<file path="src/rtl/seqc_pkg.sv">
// Package seqc_pkg
// Shared width, register operation type and the fixed cycle definition for
// the irregular step counter. Assumes a 4-bit state; the cycle is constant.
package seqc_pkg;

    localparam int unsigned SEQ_W = 4;
    localparam logic [SEQ_W-1:0] SEQ_LAST = 4'd15;

    typedef logic [SEQ_W-1:0] seq_state_t;

    // Operation requested from the loadable binary register.
    typedef enum logic {
        OP_INC  = 1'b0,
        OP_LOAD = 1'b1
    } core_op_t;

    // Successor of a code in the cycle; codes outside it return 0.
    function automatic seq_state_t seq_next(input seq_state_t s);
        seq_state_t r;
        case (s)
            4'd0:    r = 4'd2;
            4'd2:    r = 4'd5;
            4'd5:    r = 4'd6;
            4'd6:    r = 4'd7;
            4'd7:    r = 4'd9;
            4'd9:    r = 4'd10;
            4'd10:   r = 4'd12;
            4'd12:   r = 4'd13;
            4'd13:   r = 4'd15;
            4'd15:   r = 4'd0;
            default: r = 4'd0;
        endcase
        return r;
    endfunction

    // True when a code is part of the cycle.
    function automatic logic seq_member(input seq_state_t s);
        logic m;
        case (s)
            4'd0, 4'd2, 4'd5, 4'd6, 4'd7,
            4'd9, 4'd10, 4'd12, 4'd13, 4'd15: m = 1'b1;
            default:                          m = 1'b0;
        endcase
        return m;
    endfunction

endpackage

</file>
<file path="src/rtl/seqc_core.sv">
// Module seqc_core
// Loadable modulo-2^W binary register. Reset or clear applies RESTART,
// otherwise it either loads din or increments with wrap-around.
// Assumes op and din are settled before each rising edge.
module seqc_core
    import seqc_pkg::*;
#(
    parameter int unsigned W = 4,
    parameter logic [W-1:0] RESTART = '0
) (
    input  logic         clk,
    input  logic         rst_n,
    input  logic         clr,
    input  core_op_t     op,
    input  logic [W-1:0] din,
    output logic [W-1:0] q
);

    localparam logic [W-1:0] ONE = {{(W-1){1'b0}}, 1'b1};

    // State register: restart, parallel load or binary increment.
    always_ff @(posedge clk) begin
        if (!rst_n || clr) begin
            q <= RESTART;
        end else if (op == OP_LOAD) begin
            q <= din;
        end else begin
            q <= q + ONE;
        end
    end

    // clear applies the restart value.
    p_clear_r2: assert property (@(posedge clk) disable iff (!rst_n)
        clr |=> (q == RESTART));

    // the increment path adds exactly one, modulo 2^W.
    p_inc_r7: assert property (@(posedge clk) disable iff (!rst_n)
        (!clr && op == OP_INC) |=> (q == W'($past(q) + ONE)));

    // the load path delivers the presented value.
    p_load_r7: assert property (@(posedge clk) disable iff (!rst_n)
        (!clr && op == OP_LOAD) |=> (q == $past(din)));

endmodule

</file>
<file path="src/rtl/seqc_glue.sv">
// Module seqc_glue
// Combinational next-state stage. Picks the increment path when the cycle
// successor is current+1 (mod 16), otherwise loads the successor; with the
// count input low it loads the current value back. Drives the terminal flag.
// Assumes cur comes straight from the register output.
module seqc_glue
    import seqc_pkg::*;
(
    input  seq_state_t cur,
    input  logic       x,
    output core_op_t   op,
    output seq_state_t din,
    output logic       tc
);

    seq_state_t succ;
    seq_state_t plus1;

    // Successor lookup and the value the increment path would produce.
    always_comb begin
        succ  = seq_next(cur);
        plus1 = SEQ_W'(cur + 4'd1);
    end

    // Operation select: hold by reload, else increment or jump.
    always_comb begin
        if (!x) begin
            op  = OP_LOAD;
            din = cur;
        end else if (succ == plus1) begin
            op  = OP_INC;
            din = succ;
        end else begin
            op  = OP_LOAD;
            din = succ;
        end
    end

    // Terminal flag: last code of the cycle while counting.
    always_comb begin
        tc = x && (cur == SEQ_LAST);
    end

endmodule

</file>
<file path="src/rtl/seqc_top.sv">
// Module seqc_top
// Irregular-sequence step counter: a loadable binary register driven by a
// combinational next-state stage. Assumes synchronous active-low reset and
// a synchronous active-high clear, both to RESTART_VALUE.
module seqc_top
    import seqc_pkg::*;
#(
    parameter logic [3:0] RESTART_VALUE = 4'd0
) (
    input  logic       clk,
    input  logic       rst_n,
    input  logic       clr,
    input  logic       x,
    output logic [3:0] state,
    output logic       tc
);

    core_op_t   op_w;
    seq_state_t din_w;
    seq_state_t q_w;

    seqc_glue u_glue (
        .cur (q_w),
        .x   (x),
        .op  (op_w),
        .din (din_w),
        .tc  (tc)
    );

    seqc_core #(
        .W       (SEQ_W),
        .RESTART (RESTART_VALUE)
    ) u_core (
        .clk   (clk),
        .rst_n (rst_n),
        .clr   (clr),
        .op    (op_w),
        .din   (din_w),
        .q     (q_w)
    );

    // Output mapping of the register value.
    always_comb begin
        state = q_w;
    end

    // no count input, no change.
    p_hold_r3: assert property (@(posedge clk) disable iff (!rst_n)
        (!clr && !x) |=> $stable(state));

    // counting follows the cycle.
    p_step_r4: assert property (@(posedge clk) disable iff (!rst_n)
        (!clr && x && seq_member(state)) |=> (state == seq_next($past(state))));

    // terminal flag is followed by the wrap to 0.
    p_wrap_r5: assert property (@(posedge clk) disable iff (!rst_n)
        (tc && !clr) |=> (state == 4'd0));

    // codes outside the cycle recover to 0.
    p_recover_r6: assert property (@(posedge clk) disable iff (!rst_n)
        (!clr && x && !seq_member(state)) |=> (state == 4'd0));

endmodule

</file>
<file path="config.mk">
export PLATFORM = sky130hd
export DESIGN_NAME = seqc_top
export DESIGN_NICKNAME = d
export VERILOG_FILES = /design/src/rtl/seqc_pkg.sv /design/src/rtl/seqc_core.sv /design/src/rtl/seqc_glue.sv /design/src/rtl/seqc_top.sv
export SDC_FILE = /design/constraint.sdc
export NUM_CORES = 1
export LEC_CHECK = 0
export BUFFER_PORTS_ARGS = -buffer_cell sky130_fd_sc_hd__buf_2
export CAP_MARGIN = 40
export CORE_AREA = 2 2 39 41
export DETAILED_ROUTE_END_ITERATION = 7
export DIE_AREA = 0 0 41 43
export MAX_ROUTING_LAYER = met4
export PLACE_DENSITY = 0.59
export SYNTH_ARGS = -nofsm -noshare
export SYNTH_HDL_FRONTEND = slang
export SYNTH_SLANG_ARGS = --single-unit
</file>
<file path="constraint.sdc">
create_clock -name clk -period 2.3 [get_ports clk]
set_input_delay 0.115 -clock clk [delete_from_list [all_inputs] [get_ports clk]]
set_output_delay 0.115 -clock clk [all_outputs]
set_load 0.02 [all_outputs]
</file>
# == After elaboration in Yosys (flattened, before gate mapping) ==
# Memories as Yosys holds them, arrays and structs flattened. A register that Yosys moved wholly into a read port is not among the register bits.
# Index checks and enable logic that the tools add are counted.
# totals
register_bits,4
latch_bits,0
mem_bits_rw,0
rom_bits,64
in_bits,4
output_inout_bits,5
elab_cells,15
memories,1
# memory_table
name,words,width,read_ports,rd_clocked_by_memory_dff,write_ports,line_no,text
(name not given),16,4,1,1,0,seqc_pkg.sv:20,case (s)
# op_classes
n_addsub,1
multipliers,0
div_mod_pow,0
n_lt_le_gt_ge,0
eq_ne,3
shifts,0
n_mux,6
bitwise_logic,0
n_reduce_logical,3
# op_table
cell,n
$mux 4,4
$add 4x1->4 const B,1
$eq 4x4->1,1
$eq 4x4->1 const B,1
$mux 1,2
$ne 2x2->1 const B,1
$logic_and 1x1->1,1
$logic_not 1->1,1
$logic_or 1x1->1,1

# == Logic depth before layout (Yosys ltp) ==
# logic_depth
depth_word,7
ltp_mapped,7

# == By module ==
# A second synthesis with hierarchy kept.
# hier_totals
cells_unflattened,69
area_unflattened_um2,536.8
# by_module_without_submodules
mod,instances,cells_each,area_each_um2
seqc_glue,1,49,347.8
seqc_core,1,20,188.9

# == Worst setup path before layout ==
# OpenSTA, ideal clock, no wires.
# synth_timing
path_kind,register to register
from,register u_core.q[1]
to,"register, netlist name u_glue.succ[1]"
setup_ns,0.074
arrival_ns,1.599
required_ns,2.226
slack_ns,0.626
stages_incl_launch_ff,6
path_buffers,0
path_cell_list,dfxtp_1 -> mux2_2 -> nand2_1 -> ha_1 -> or3_1 -> a31oi_1
# synth_via
elab_chain_len,7
elab_cells_between_ends,8
# synth_lines
item,line_no,text
"start, declared",seqc_core.sv:16,output logic [W-1:0] q
"start signal, assigned",seqc_core.sv:26,q <= din;
"start signal, assigned",seqc_core.sv:28,q <= q + ONE;
$add 4x1->4,"seqc_core.sv:28, seqc_glue.sv:22",
$eq 4x4->1,seqc_glue.sv:30,end else if (succ == plus1) begin
$mux 1,seqc_glue.sv:30,
$mux 1,seqc_glue.sv:27,if (!x) begin
$ne 2x2->1 (no line) / $mux 4 (equally long branches),n/a,
$mux 4 (no line) (*) (2 in series),n/a,
# Every way passes the cells marked *; elsewhere a longest branch is shown, timed or not.
# A chain may end at the register's enable or synchronous reset.

# == Worst setup path after layout ==
# layout_timing
from,register u_core.q[1]
to,"register, netlist name u_glue.succ[1]"
# layout_via
elab_chain_len,7
elab_cells_between_ends,8
# layout_lines
item,line_no
$add 4x1->4,"seqc_core.sv:28, seqc_glue.sv:22"
$eq 4x4->1,seqc_glue.sv:30
$mux 1,seqc_glue.sv:30
$mux 1,seqc_glue.sv:27
$ne 2x2->1 (no line) / $mux 4 (equally long branches),n/a
$mux 4 (no line) (*) (2 in series),n/a
# Marks and branches as above.

==> impl_metrics.py <==
metrics = {
    "outcome": {
        "status": "complete, no violations",
    },
    "placement": {
        "dpl_worst_slack_ns": 0.5541,
        "hpwl_um": 662.2,
        "gp_congestion": 0.7792,
        "io_buffer_count": 8,
    },
    "synth": {
        "synthMuxAreaShare_pct": 17.97,
        "synth-seq-cells": 8,
        "synth_compound_area_share_pct": 11.72,
        "synth_edf_count": 0,
        "synth_top_family_by_area": "multiplexers",
        "syn_nets": 59,
        "async_flop_share_pct": 0,
        "synth_xor_area_share_pct": 0,
        "yosys_warnings": 0,
        "syn-cell-area_um2": 480.5,
        "synth.yosys.seq_area_share_pct": 33.33,
        "synth_cell_types": 26,
        "synth_adder_area_share_pct": 13.02,
        "ys.flop_type": "dfxtp_1",
        "synth-simple-area-share_pct": 16.93,
        "avgSynthCellArea_um2": 9.609,
        "synth_cells": 50,
    },
    "finish": {
        "diodes": 0,
        "layout-drive-gt1-share_pct": 27.12,
        "fillCellCount": 144,
        "syn2layout_area_growth_pct": 14.06,
        "final_nets": 70,
    },
    "global_route": {
        "grt_pass1_vias": 361,
        "grt_pass1_wl_um": 1400,
        "antenna_found_initial": 0,
        "grt_util_all_layers_pct": 12.46,
        "grt.overflow.total": 0,
        "grt_max_degree": 10,
    },
    "floorplan": {
        "core_area_um2": 1384,
        "ioPinCount": 9,
        "fp.dieH_um": 43,
        "die_w_um": 41,
        "start_util_pct": 34.72,
        "row_count": 14,
        "die-area_um2": 1763,
    },
    "setup_path": {
        "path_buf_inv": 0,
        "worstPathMaxFanout": 5,
        "critical_path.endpoint_type": "flop",
        "worst_ep_required_time_ns": 2.49,
        "crit_slowest_cell": "dfxtp_1",
        "start_kind": "flop",
        "crit_type": "reg2reg",
        "arrival_ns": 1.87,
        "path_cells": "mux2_2 > nand2_1 > ha_1 > or3_1 > a31oi_1",
        "crit_family": "simple AND/OR/NAND/NOR gates",
        "slowest_delay_ns": 0.40,
    },
    "sta": {
        "finalCritPeriodShare_pct": 73.04,
        "skew_ns": 0.006739,
        "hold_slack_ns": 0.2156,
        "final-setup-viol-count": 0,
        "hold_viol": 0,
        "maxSlewViolCount": 0,
        "worst_pin_slew_ns": 0.4231,
        "period_minus_slack_ns": 1.680,
        "rsz0062_at_grt": "no",
        "fin_setup_tns_ns": 0,
        "fmax_mhz": 595.3,
        "timing.final.ws_setup_ns": 0.6201,
        "relSlewSlack_pct": 70.99,
    },
    "pwr": {
        "peakVddDrop_uv": 202.8,
        "leakagePower_nw": 0.2716,
        "pwr_density_cell_nw_per_um2": 526.6,
    },
    "clocking": {
        "cts_max_level": 1,
        "numCtsBuffers": 3,
        "root_buffer": "clkbuf_4",
        "cts_sinks": 8,
        "clkLatencyLatePin_ns": 0.26,
        "clk_path_buf_depth": 2,
        "post-cts-setup-buffer-count": 0,
        "cts_tree": "yes",
        "hold_buffers": 0,
        "clkTransAtPathRegs_ns": 0.06,
        "cts_resized": 0,
    },
    "min_path": {
        "hold_path.class": "in2reg",
    },
    "drt": {
        "vias_per_cell": 4.947,
        "routedWlPerCell_um": 10.91,
        "dr.pass1.iters": 2,
        "drt-total-wl_um": 818,
        "drt_iter0_markers": 2,
        "dr_total_vias": 371,
        "ant_nets": 0,
        "drc": 0,
    },
    "flow_run": {
        "maxCapViolations": 0,
    },
}
==> cell usage after synthesis (all sizes together), types with 2 or more instances <==
cell,number,area (µm²)
ha,5,62.56
inv,5,18.76
nor2,2,7.510
nor3,2,10.01
nand2b,2,12.51
mux2,2,26.27
nand2,3,13.77
dfxtp,8,160.2
o21ai,2,10.01
mux2i,6,60.06
==> routing by layer <==
layer	part of all wire (%)	vias to the layer above	GRT usage, %
li1	-	195	-
met1	47	165	13.55
met2	48	8	18.13
met3	2.1	3	1.571
met4	2.7	0	12.00
met5	0	-	-
==> registers in the layout, summed over array words and instances (netlist names) <==
signal / count
u_glue.succ: 4
u_core.q: 4
==> per-stage QoR <==
stage / instance area [µm²] / util (%) / instances / power, W
final: 548.0 / 39.60 / 75 / 0.0002886
after global routing: 548.0 / 39.60 / 75 / 0.0003055
after CTS: 548.0 / 39.60 / 75 / 0.0002910
after detailed placement: 525.5 / 37.97 / 72 / 0.0001836
after global placement: 525.5 / 37.97 / 72 / 0.0001832
after floorplan: 480.5 / - / 50 / 0.0001765
==> tightest hold or removal path: stages <==
cell and delay, ns:
buf_2 0.08, nor2b_1 0.08, nand2_2 0.10, inv_2 0.04
==> power breakdown <==
group	total [W]	internal, W	switching (W)
clock network	0.000108	0.0000597	0.0000483
logic	0.0000333	0.0000150	0.0000183
registers	0.000147	0.000144	0.00000355
total	0.000289	0.000218	0.0000701
==> kinds of logic (layout without fill, tap and decap cells) <==
kind of cell    count (synthesis)  count (layout)
compound gates                  8               8
fa+ha+maj                       5               5
buf+inv                         7              16
flops                           8               8
mux                             8               8
simple gates                   14              14
==> cell usage in the layout (no fill, tap or decap) <==
cell type,count
or3_1,1
clkbuf_4,3
o21ba_2,1
buf_2,8
mux2i_1,6
nor3b_1,1
o31ai_1,1
nor3_1,2
inv_2,1
ha_1,5
inv_1,4
nor2b_1,1
o21ai_0,2
o22ai_1,1
and4_1,1
o311ai_1,1
and3b_1,1
nand2_2,1
nand2b_1,2
dfxtp_1,8
mux2_2,1
o211ai_1,1
a31oi_1,1
nand2_1,2
mux2_4,1
nor2_1,2
==> worst paths after layout <==
kind / startpoint / to / slack (ns) / cells after the start
min: clr / u_core.q[3] / 0.22 / 4
min reg2reg: u_glue.succ[0] / u_core.q[0] / 0.50 / 2
max: u_core.q[1] / u_glue.succ[1] / 0.62 / 5
max reg2reg: u_core.q[1] / u_glue.succ[1] / 0.62 / 5
==> final cells by class <==
cell class                 count  area, µm²  area share (%)
inverter                       5      18.77           3.425
tap                           16      20.02           3.653
multi-input combinational     35      286.5           52.28
sequential                     8      160.2           29.22
timing repair buffer           8      40.04           7.306
clock buffer                   3      22.52           4.110
(Power assumes the default switching activity.)
